**config.mk**
```make
export PLATFORM = sky130hd
export DESIGN_NAME = rst_merge
export DESIGN_NICKNAME = d
export VERILOG_FILES = /design/src/rtl/rst_merge_pkg.sv /design/src/rtl/rst_merge_ctrl.sv /design/src/rtl/rst_merge_dp.sv /design/src/rtl/rst_merge.sv
export SDC_FILE = /design/constraint.sdc
export NUM_CORES = 1
export LEC_CHECK = 0
export BUFFER_PORTS_ARGS = -buffer_cell sky130_fd_sc_hd__buf_2
export CAP_MARGIN = 0
export CORE_UTILIZATION = 45
export DETAILED_ROUTE_END_ITERATION = 8
export GPL_ROUTABILITY_DRIVEN = 0
export PLACE_DENSITY = 0.63
export REMOVE_ABC_BUFFERS = 1
export SYNTH_ARGS = -nofsm -noshare
export SYNTH_HDL_FRONTEND = slang
export SYNTH_SLANG_ARGS = --single-unit
export TNS_END_PERCENT = 50
```
**constraint.sdc**
```tcl
create_clock -name clk -period 1.8 [get_ports clk]
set_input_delay 0.27 -clock clk [delete_from_list [all_inputs] [get_ports clk]]
set_output_delay 0.27 -clock clk [all_outputs]
set_load 0.005 [all_outputs]
```
**src/rtl/rst_merge_pkg.sv**
```systemverilog
`timescale 1ns/1ps
package rst_merge_pkg;

  // Fault strobes handed from the filtering control to the output datapath.
  typedef struct packed {
    logic battTrip;  // battery-side dip lasted past the glitch window
    logic coreTrip;  // core supply fault persisted over too many regulator cycles
    logic ovcTrip;   // overcurrent latched during regulator switch-on
  } trip_t;

  // Width of a counter that must hold values 0..maxVal (never below 1 bit).
  function automatic int cntWidth(input int maxVal);
    return (maxVal > 0) ? $clog2(maxVal + 1) : 1;
  endfunction

endpackage

```
**src/rtl/rst_merge_ctrl.sv**
```systemverilog
`timescale 1ns/1ps
module rst_merge_ctrl
  import rst_merge_pkg::*;
#(
  parameter int GLITCH_CYC = 4000,
  parameter int CORE_TICKS = 4
) (
  input  logic  clk,
  input  logic  porN,
  input  logic  battOk,
  input  logic  coreOver,
  input  logic  coreUnder,
  input  logic  regTick,
  input  logic  regEn,
  input  logic  regOvc,
  output trip_t trips
);

  localparam int CNT_W     = cntWidth(GLITCH_CYC);
  localparam int CHAIN_LEN = CORE_TICKS + 1;

  // ---------------- battery-side glitch filter ----------------
  logic battTrip;

  generate
    if (GLITCH_CYC == 0) begin : g_noFilter
      assign battTrip = !battOk;
    end else begin : g_filter
      logic [CNT_W-1:0] lowCnt;

      // Counts consecutive low samples, saturating at the window length.
      always_ff @(posedge clk or negedge porN) begin
        if (!porN) begin
          lowCnt <= '0;
        end else if (battOk) begin
          lowCnt <= '0;
        end else if (lowCnt != CNT_W'(GLITCH_CYC)) begin
          lowCnt <= lowCnt + 1'b1;
        end
      end

      // Trip on the sample that extends the low run past the window.
      assign battTrip = !battOk && (lowCnt == CNT_W'(GLITCH_CYC));

      // a dip that is one sample long never trips.
      assert_short_dip_R4: assert property (@(posedge clk) disable iff (!porN)
        ($past(battOk) && !battOk) |-> !battTrip);

      // a high sample always empties the counter.
      assert_counter_clear_R4: assert property (@(posedge clk) disable iff (!porN)
        battOk |=> (lowCnt == '0));
    end
  endgenerate

  // ---------------- core-supply persistence chain ----------------
  logic [CHAIN_LEN-1:0] heldChain;
  logic                 coreBad;

  assign coreBad = coreOver || coreUnder;

  generate
    for (genvar s = 0; s < CHAIN_LEN; s++) begin : g_stage
      logic stageIn;
      if (s == 0) begin : g_head
        assign stageIn = 1'b1;
      end else begin : g_body
        assign stageIn = heldChain[s-1];
      end

      always_ff @(posedge clk or negedge porN) begin
        if (!porN) begin
          heldChain[s] <= 1'b0;
        end else if (regTick) begin
          heldChain[s] <= coreBad ? stageIn : 1'b0;
        end
      end
    end
  endgenerate

  // the last stage can only rise on a faulty regulator strobe.
  assert_core_rise_on_tick_R5: assert property (@(posedge clk) disable iff (!porN)
    $rose(heldChain[CHAIN_LEN-1]) |-> $past(regTick && coreBad));

  // a clean regulator strobe empties the chain.
  assert_core_clean_clears_R5: assert property (@(posedge clk) disable iff (!porN)
    (regTick && !coreBad) |=> (heldChain == '0));

  // the chain only changes on a regulator strobe.
  assert_core_stable_R5: assert property (@(posedge clk) disable iff (!porN)
    !regTick |=> $stable(heldChain));

  // ---------------- overcurrent latch ----------------
  logic ovcHeld;

  always_ff @(posedge clk or negedge porN) begin
    if (!porN) begin
      ovcHeld <= 1'b0;
    end else if (regEn && regOvc) begin
      ovcHeld <= 1'b1;
    end else if (!regEn) begin
      ovcHeld <= 1'b0;
    end
  end

  // latch sets only from an overcurrent seen while enabled.
  assert_ovc_needs_en_R6: assert property (@(posedge clk) disable iff (!porN)
    $rose(ovcHeld) |-> $past(regEn && regOvc));

  // the latch holds as long as the regulator stays enabled.
  assert_ovc_holds_R6: assert property (@(posedge clk) disable iff (!porN)
    (ovcHeld && regEn) |=> ovcHeld);

  assign trips.battTrip = battTrip;
  assign trips.coreTrip = heldChain[CHAIN_LEN-1];
  assign trips.ovcTrip  = ovcHeld;

endmodule

```
**src/rtl/rst_merge_dp.sv**
```systemverilog
`timescale 1ns/1ps
module rst_merge_dp
  import rst_merge_pkg::*;
(
  input  logic  clk,
  input  logic  porN,
  input  trip_t trips,
  input  logic  periOk,
  input  logic  intOk,
  input  logic  wdBad,
  input  logic  wdOk,
  output logic  rstN,
  output logic  rst2N
);

  logic primaryOk;
  logic anyTrip;

  assign anyTrip   = trips.battTrip || trips.coreTrip || trips.ovcTrip;
  assign primaryOk = periOk && intOk && !wdBad && !anyTrip;

  always_ff @(posedge clk or negedge porN) begin
    if (!porN) begin
      rstN  <= 1'b0;
      rst2N <= 1'b0;
    end else begin
      rstN  <= primaryOk;
      rst2N <= primaryOk && wdOk;
    end
  end

  // power-on reset holds both outputs low.
  assert_por_low_R1: assert property (@(posedge clk)
    !porN |-> (!rstN && !rst2N));

  // the secondary reset never releases ahead of the primary.
  assert_rst2_within_rst_R2: assert property (@(posedge clk) disable iff (!porN)
    rst2N |-> rstN);

  // a watchdog without correct servicing keeps the secondary low.
  assert_wd_gate_R2: assert property (@(posedge clk) disable iff (!porN)
    !wdOk |=> !rst2N);

  // peripheral supply low pulls both outputs.
  assert_peri_low_R3: assert property (@(posedge clk) disable iff (!porN)
    !periOk |=> (!rstN && !rst2N));

  // incorrect watchdog trigger pulls both outputs.
  assert_wd_bad_R7: assert property (@(posedge clk) disable iff (!porN)
    wdBad |=> (!rstN && !rst2N));

  // internal supply low pulls both outputs.
  assert_int_low_R8: assert property (@(posedge clk) disable iff (!porN)
    !intOk |=> (!rstN && !rst2N));

endmodule

```
**src/rtl/rst_merge.sv**
```systemverilog
`timescale 1ns/1ps
module rst_merge
  import rst_merge_pkg::*;
#(
  parameter int GLITCH_CYC = 4000,
  parameter int CORE_TICKS = 4
) (
  input  logic clk,
  input  logic porN,
  input  logic periOk,
  input  logic battOk,
  input  logic intOk,
  input  logic coreOver,
  input  logic coreUnder,
  input  logic regTick,
  input  logic regEn,
  input  logic regOvc,
  input  logic wdOk,
  input  logic wdBad,
  output logic rstN,
  output logic rst2N
);

  trip_t trips;

  rst_merge_ctrl #(
    .GLITCH_CYC (GLITCH_CYC),
    .CORE_TICKS (CORE_TICKS)
  ) i_ctrl (
    .clk       (clk),
    .porN      (porN),
    .battOk    (battOk),
    .coreOver  (coreOver),
    .coreUnder (coreUnder),
    .regTick   (regTick),
    .regEn     (regEn),
    .regOvc    (regOvc),
    .trips     (trips)
  );

  rst_merge_dp i_dp (
    .clk    (clk),
    .porN   (porN),
    .trips  (trips),
    .periOk (periOk),
    .intOk  (intOk),
    .wdBad  (wdBad),
    .wdOk   (wdOk),
    .rstN   (rstN),
    .rst2N  (rst2N)
  );

endmodule

```
* Word-level counts from Yosys, hierarchy flattened
Cells that the tools add are included.
** Cells by class
- Divide/modulo/power cells :: 0
- Magnitude comparators :: 0
- Multiply operators :: 0
- Bitwise operators :: 0
- Multiplexer cells :: 9
- Equal/unequal tests :: 3
- Reduce and logical (&&, ||, !) cells :: 13
- $add $sub $neg :: 1
- Shift operators :: 0
** Operators with widths (count)
- $mux W12 :: 2
- $add A12 B1 Y12 const B :: 1
- $eq A12 B12 Y1 const B :: 1
- $ne A12 B12 Y1 const B :: 1
- $mux W1 :: 7
- $logic_and A1 B1 Y1 :: 6
- $logic_not A1 Y1 :: 3
- $logic_or A1 B1 Y1 :: 3
- $ne A2 B1 Y1 const B :: 1
- $reduce_bool A2 Y1 :: 1
** Word-level totals
- Latch bits :: 0
- Memories kept :: 0
- RAM bits :: 0
- Output and inout bits :: 2
- ROM bits :: 0
- Logic and storage cells :: 35
- Input port bits :: 12
- Register bits :: 20

* Depth between registers and ports, before layout
Gate-level depths: netlist of run 1.
- Word-level depth :: 7
- Mapped depth :: 5
- Mapped depth without buffers :: 5

* Modules after synthesis
A second synthesis of run 1 with hierarchy kept.
** Unflattened totals
- Cell total of the unflattened synthesis :: 97
- Area, all modules :: 1007.2 sq um
** Modules (own cells, without submodules)
- rst_merge_ctrl :: instances 1, area each 920.9 sq um, cells each 91, sequential area each 450.4 sq um
- rst_merge_dp :: instances 1, area each 86.3 sq um, cells each 6, sequential area each 50.0 sq um

* Least setup slack after synthesis of run 1
No wires, ideal clock.
- Path type :: reg-to-reg
- From :: reg i_ctrl.g_filter.lowCnt[0]
- To :: reg i_ctrl.g_filter.lowCnt[0]
- Library setup time :: 125 ps
- Required time :: 1675 ps
- Data arrival time :: 1341 ps
- Period minus slack after synthesis :: 1466 ps
- Setup slack :: 334 ps
- Path buffers :: 0
- Cell stages (with the launch flop) :: 6
- Path through :: dfrtp_1 inv_1 ha_1 nand4b_1 nor3_2 mux2_2
** Between the ends
- Longest elaborated chain between the ends :: 3
- Elaborated cells between the ends (all ways) :: 5
- Classes of those cells :: add/sub: 1; eq/ne: 1; mux: 2; reduce/logical: 1
** RTL lines
- start, declared :: RTL line rst_merge_ctrl.sv:29 : logic [CNT_W-1:0] lowCnt;
- start signal, assigned :: RTL line rst_merge_ctrl.sv:38 : lowCnt <= lowCnt + 1'b1;
- $add A12 B1 Y12 :: RTL line rst_merge_ctrl.sv:38
- $mux W12 :: RTL line rst_merge_ctrl.sv:37 : end else if (lowCnt != CNT_W'(GLITCH_CYC)) begin
- $mux W12 :: RTL line rst_merge_ctrl.sv:35 : end else if (battOk) begin
Several ways; a longest one is shown, not always the timed one. The select of a mux whose other input is x is not followed.
A chain may end at the register's enable or synchronous reset.

* Worst setup path after layout of run 1
Same ends and word-level chain as after synthesis.

==> results of run 1 <==
==> cell type report <==
cell class	instances	area, um^2
clock buffers	3	22.5
flip-flops and latches	20	500
inverters	9	33.8
multi-input cells	64	409
well taps	27	33.8
clock inverters	1	30.0
repair buffers	14	75.1
fillers	184	877
==> worst paths after layout <==
| check | endpoint | slack, ns | cells after the start |
|---|---|---|---|
| setup / recovery | i_ctrl.g_filter.lowCnt[0] | 0.23 | 5 |
| hold / removal | i_ctrl.ovcHeld | 0.17 | 2 |
| setup reg to reg | i_ctrl.g_filter.lowCnt[0] | 0.23 | 5 |
| hold reg to reg | i_ctrl.ovcHeld | 0.51 | 1 |
| max in group asynchronous | i_ctrl.g_filter.lowCnt[2] | 1.05 | 2 |
| min in group asynchronous | i_ctrl.g_filter.lowCnt[10] | 0.44 | 2 |
==> cell usage after synthesis (all sizes together) <==
| master | number |
|---|---|
| inv | 9 |
| o21ai | 3 |
| nand3 | 4 |
| ha | 2 |
| mux2i | 1 |
| or4 | 4 |
| or3 | 4 |
| nand2b | 1 |
| dfrtp | 20 |
| a21oi | 8 |
| and3b | 1 |
| o31ai | 4 |
| nor2 | 6 |
| nand4 | 2 |
| o21a | 1 |
| nand3b | 1 |
| nand2 | 9 |
| nor2b | 1 |
| clkbuf | 2 |
| xnor2 | 1 |
| nand4b | 1 |
| o22ai | 5 |
| mux2 | 1 |
| nor3 | 1 |
| nor4 | 2 |
| xor2 | 1 |
==> per-layer routing <==
metal | vias to the layer above | track usage
li1 | 375 | -
met1 | 367 | 0.211
met2 | 6 | 0.241
met3 | 2 | 0.0340
met4 | 0 | 0.0667
met5 | - | 0
==> through the flow <==
stage | std cells | instance area, um^2 | total power (uW)
6_report | 138 | 1100 | 916
3_3_place_gp | 133 | 1040 | 559
4_1_cts | 138 | 1100 | 929
5_1_grt | 138 | 1100 | 961
2_1_floorplan | 93 | 943 | 525
3_5_place_dp | 133 | 1040 | 562
==> critical path: stages, from the launching register on <==
cell,delay [ns]
dfrtp_1,0.45
inv_1,0.10
ha_1,0.14
nand4b_1,0.14
nor3_2,0.29
mux2_2,0.37
==> cell families after synthesis <==
group | synth area share
and+or+nand+nor | 0.233
adders and majority gates | 0.0263
xor gates and xnor gates | 0.0184
AOI/OAI and AO/OA | 0.130
buffers and inverters | 0.0434
DFF | 0.526
muxes | 0.0224
==> registers in the layout, summed over array words and instances (netlist names) <==
signal and flops:
i_dp.rst2N 1, i_ctrl.g_stage.stageIn 4, i_ctrl.g_filter.lowCnt 12, i_dp.rstN 1, i_ctrl.trips 1, i_ctrl.ovcHeld 1
==> what timing repair did <==
item,CTS,global route
hold buffers,1,0
endpoints found under the hold margin,20,0
buffers inserted,0,0
==> power by group <==
group / switching (uW) / total [uW] / leakage [uW] / internal [uW]
Sequential: 15.0 / 485 / 0.000267 / 470
Clock: 137 / 362 / 0.0000279 / 225
Combinational: 38.5 / 69.0 / 0.000202 / 30.5
==> results.md, run 1 <==
- Ports: 14
- Max-slew violation count: 0
- Setup crit start kind: flop
- Avg Cell Area, Syn: 10.0 um^2
- Skew final: 0.00513 ns
- Dpl hpwl: 1190 um
- Synth Instances: 95
- Status: completed
- Cell taking the most area after synthesis: dfrtp_1
- Port Buffers: 13
- Core Util, Final: 0.557
- Clock Latency Late Sink: 0.30 ns
- WP data arrival: 1.77 ns
- DR top layer: met4
- Grt ovf: 0
- Gr usage total: 0.156
- LEAKAGE: 0.000496 uW
- Min cycle time layout: 1.57 ns
- First-pass GRT wire length: 2490 um
- WL met1: 802 um
- HP Class: input port to flop
- Crit path launch: i_ctrl.g_filter.lowCnt[0]
- CP max FO: 5
- Worst vdd ir: 442 uV
- Hold WS: 0.170 ns
- Post-synthesis cell type count: 27
- Final hold vios: 0
- RR Startpoint: i_ctrl.g_filter.lowCnt[0]
- Die span in y: 48.0 um
- Hold wc startpoint: regEn
- Pre-antenna DRT Iters: 4
- Die area: 0.00230 mm^2
- Crit path required time: 2.00 ns
- DR WL met2: 751 um
- Iteration-0 DRC Markers: 5
- RSZ-0062 raised after global routing: false
- Dpl ws: 0.232 ns
- Share of the synthesized area in the top cell type: 0.526
- Max Cap Violations: 0
- Initial core utilization: 0.480
- Most frequent cells in the layout: 20 x dfrtp_1, 13 x buf_2, 9 x inv_1, 9 x nand2_1, 8 x a21oi_1
- Setup Viol. Count Final: 0
- Period utilisation layout: 0.873
- Setup slack after layout: 0.229 ns
- Htree depth: 1
- Share of cells above drive strength 1: 0.198
- Total Wirelength: 1590 um
- Clk Tree Root Cell: clkbuf_4
- Worst Setup Path Type: flop to flop
- Post-route antenna net violation count: 0
- Bufs on Longest Clock Path: 2
- CTS Buf Count: 3
- Power Density: 829 mW/mm^2
- Die width: 48.0 um
- TNS Setup: 0 ns
- Residual DRC count: 0
- Vias per cell: 5.43
- Worst-path clk slew: 0.12 ns
- Vias post-DR: 750
- Vias in the first global route: 563
- Core area: 0.00198 mm^2
- Worst Tran Pin Value: 0.451 ns
- Post-CTS sizing: 0
- Antenna Cells: 0
- Clock sink count: 20
- Drt wl/cell: 11.5 um
- YS warnings: 0
- Rel. slew slack: 0.700
- F_max: 637 MHz
- Initial antenna violation count: 0
- Cell Area, Synth: 951 um^2
- Area grow syn2layout: 16.2%
- Largest net degree at the start of global routing: 21
- Register area share after synthesis: 0.526
- CP endpoint kind: flop
- Met3 wire length: 31 um
- Leading post-synthesis cells by cell area: dfrtp_1 53%, a21oi_1 4.2%, inv_1 3.6%
- # rows: 16
- Post-synthesis register bit count: 20
- Fin nets: 126
- CTS tree: yes
- Most common cell after layout, fill and taps aside: dfrtp_1
Power figures use the tool's default switching activity.
==> run 2: changes to the inputs <==
- ABC_AREA: default -> 1
==> run 2 against run 1 <==
Cell count is 29% higher. Clock power grew 4%. Die area is 8.2% higher. Combinational power increased by 7.5%. Synthesized cell count rose by 41%. Utilization rose by 1.5 points. Via count is 20% higher. Flip-flop and latch count did not move. Worst hold slack got worse by 0.036 ns. Synthesized area rose by 8.6%. Sequential share of layout area decreased by 2.9 points. Critical endpoint unchanged. Highest routed layer unchanged.
==> results.md, run 2 <==
- Design area: 0.00118 mm^2
- Dpl hpwl: 1520 um
- Grt ovf: 0
- Power Density: 791 mW/mm^2
- Drt wl/cell: 11.8 um
- Crit-path leading delay family: simple AND/OR/NAND/NOR gates
- Post-synth EDFFs: 0
- Critical Path Max Stage Delay: 0.47 ns
- Finished Layout Cells: 178
- Status: completed
- Vias post-DR: 902
- Most common cell after layout, fill and taps aside: nand2_1
- LEAKAGE: 0.000581 uW
- Combinational power share: 0.079
- Hold wc startpoint: battOk
- Avg Cell Area, Syn: 7.70 um^2
- HP Class: input port to flop
- Htree depth: 1
- Post-synthesis cell type count: 18
- Setup Viol. Count Final: 0
- Die area: 0.00249 mm^2
- Max Cap Violations: 0
- Total Wirelength: 2100 um
- Post-DP Area: 0.00112 mm^2
- Iteration-0 DRC Markers: 24
- Clk pwr share: 0.403
- YS warnings: 0
- Dpl ws: 0.492 ns
- Setup crit start kind: flop
- Slowest-stage cell, CP: dfrtp_1
- Vias per cell: 5.07
- RSZ-0062 raised after global routing: false
- Die width: 49.9 um
- Fin nets: 166
- TNS Setup: 0 ns
- Post-route antenna net violation count: 0
- Most frequent cell after synthesis: nand2_1
- Clock Latency Late Sink: 0.31 ns
- CTS Buf Count: 3
- Fill cell count: 190
- Cell Area, Synth: 0.00103 mm^2
- Post-CTS setup buffers: 0
- Antenna Cells: 0
- Worst-path clk slew: 0.12 ns
- Max-slew violation count: 0
- Rel. slew slack: 0.668
- CP max FO: 6
- Pre-antenna DRT Iters: 4
- Post-CTS sizing: 0
- Period utilisation layout: 0.756
- First-pass GRT wire length: 3330 um
- Initial core utilization: 0.501
- Synth Instances: 134
- Share of cells above drive strength 1: 0.159
- Port Buffers: 13
- Sequential group share of total power: 0.517
- Worst Setup Path Type: flop to flop
- Clk Tree Root Cell: clkbuf_4
- Top post-synthesis cells by count: 27 x nand2_1, 24 x inv_1, 21 x nor2_1
- Crit path buf inv count: 1
- P_int: 725 uW
- CTS Hold Bufs: 1
- Sw Share: 0.223
- Gr usage total: 0.186
- # rows: 16
- CP endpoint kind: flop
- Largest net degree at the start of global routing: 21
- Skew final: 0.00172 ns
- Min cycle time layout: 1.36 ns
- WP data arrival: 1.57 ns
- Crit path required time: 2.01 ns
- RR Startpoint: i_ctrl.g_filter.lowCnt[0]
- Largest Register: i_ctrl.g_filter.lowCnt
- Worst vdd ir: 573 uV
- Core Util, Final: 0.572
- Top FF cell, synth: dfrtp_1
- Residual DRC count: 0
- Bufs on Longest Clock Path: 2
- CTS tree: yes
- Vias in the first global route: 781
- Most frequent cells in the layout: 27 x nand2_1, 24 x inv_1, 21 x nor2_1
- Die span in y: 49.9 um
- Sw power: 208 uW
- Clock sink count: 20
- Cell taking the most area after synthesis: dfrtp_1
- Placed cells: 173
- Share of the synthesized area in the top cell type: 0.485
- Area grow syn2layout: 14.3%
- Flip-flop count of the largest register after layout: 12
- Ports: 14
- Final hold vios: 0
- Ys async rst share: 1.00
- Crit path launch: i_ctrl.g_filter.lowCnt[0]
- Initial antenna violation count: 0
- F_max: 735 MHz
- Leading post-synthesis cells by cell area: dfrtp_1 48%, nand2_1 9.8%, inv_1 8.7%
- Worst Tran Pin Value: 0.493 ns
- Register area share after synthesis: 0.485
- Core area: 0.00206 mm^2
- Setup slack after layout: 0.439 ns
- Post-synthesis register bit count: 20
- CP cell instances: inv_1 -> ha_1 -> nand3_1 -> nor2_2 -> nand2_1 -> nand3_1 -> nand2_1
[run 2: cell count changes in the layout (fill, tap and decap cells not counted), sizes merged, moves of 3 or more]
cell and delta:
or4 -4, a21oi -3, nor2 +18, or3 -4, nand2 +19, nor3 +4
nand3 +5, o31ai -4, inv +16
[run 2: worst paths after layout]
check / cells after the start / slack [ns] / end
max: 7 / 0.44 / i_ctrl.g_filter.lowCnt[0]
min: 2 / 0.13 / i_ctrl.g_filter.lowCnt[8]
max reg2reg: 7 / 0.44 / i_ctrl.g_filter.lowCnt[0]
min reg2reg: 1 / 0.50 / i_ctrl.ovcHeld
max in group asynchronous: 2 / 1.08 / i_ctrl.g_filter.lowCnt[4]
min in group asynchronous: 2 / 0.42 / i_ctrl.g_filter.lowCnt[3]
[run 2: metal layers]
metal	up-vias	GRT usage	wire length, um
li1	459	-	-
met4	0	0.100	45
met3	5	0.0278	79
met1	422	0.239	995
met5	-	0	0
met2	16	0.300	978
[run 2: power groups by stage]
stage / clock (uW) / sequential (uW) / combinational [uW]
2_1_floorplan: 0 / 489 / 41.4
3_3_place_gp: 0 / 491 / 70.4
3_5_place_dp: 0 / 491 / 73.4
4_1_cts: 387 / 483 / 75.7
5_1_grt: 395 / 486 / 85.7
6_report: 377 / 483 / 74.2
[run 2: final cells by class]
cell class	instances	area (um^2)	share of cell area
Clock buffer	3	22.5	0.0191
Multi-Input combinational cell	88	424	0.359
Tap cell	27	33.8	0.0286
Clock inverter	1	30.0	0.0255
Inverter	25	93.8	0.0795
Sequential cell	20	500	0.424
Timing Repair Buffer	14	75.1	0.0636
[run 2: metrics by stage]
stage	power (uW)	hold slack, ns
6_report	934	0.134
5_1_grt	966	0.139
4_1_cts	946	0.128
3_5_place_dp	565	0.244
3_3_place_gp	561	0.241
2_1_floorplan	531	-0.0256
[run 2: cell families after synthesis]
group                    count (synthesis)  share of synthesized area
AND/OR/NAND/NOR                         71                      0.307
buffers and inverters                   26                      0.104
adder cells (fa/ha/maj)                  2                     0.0242
flip-flops                              20                      0.485
AO/OA/AOI/OAI                           15                     0.0800
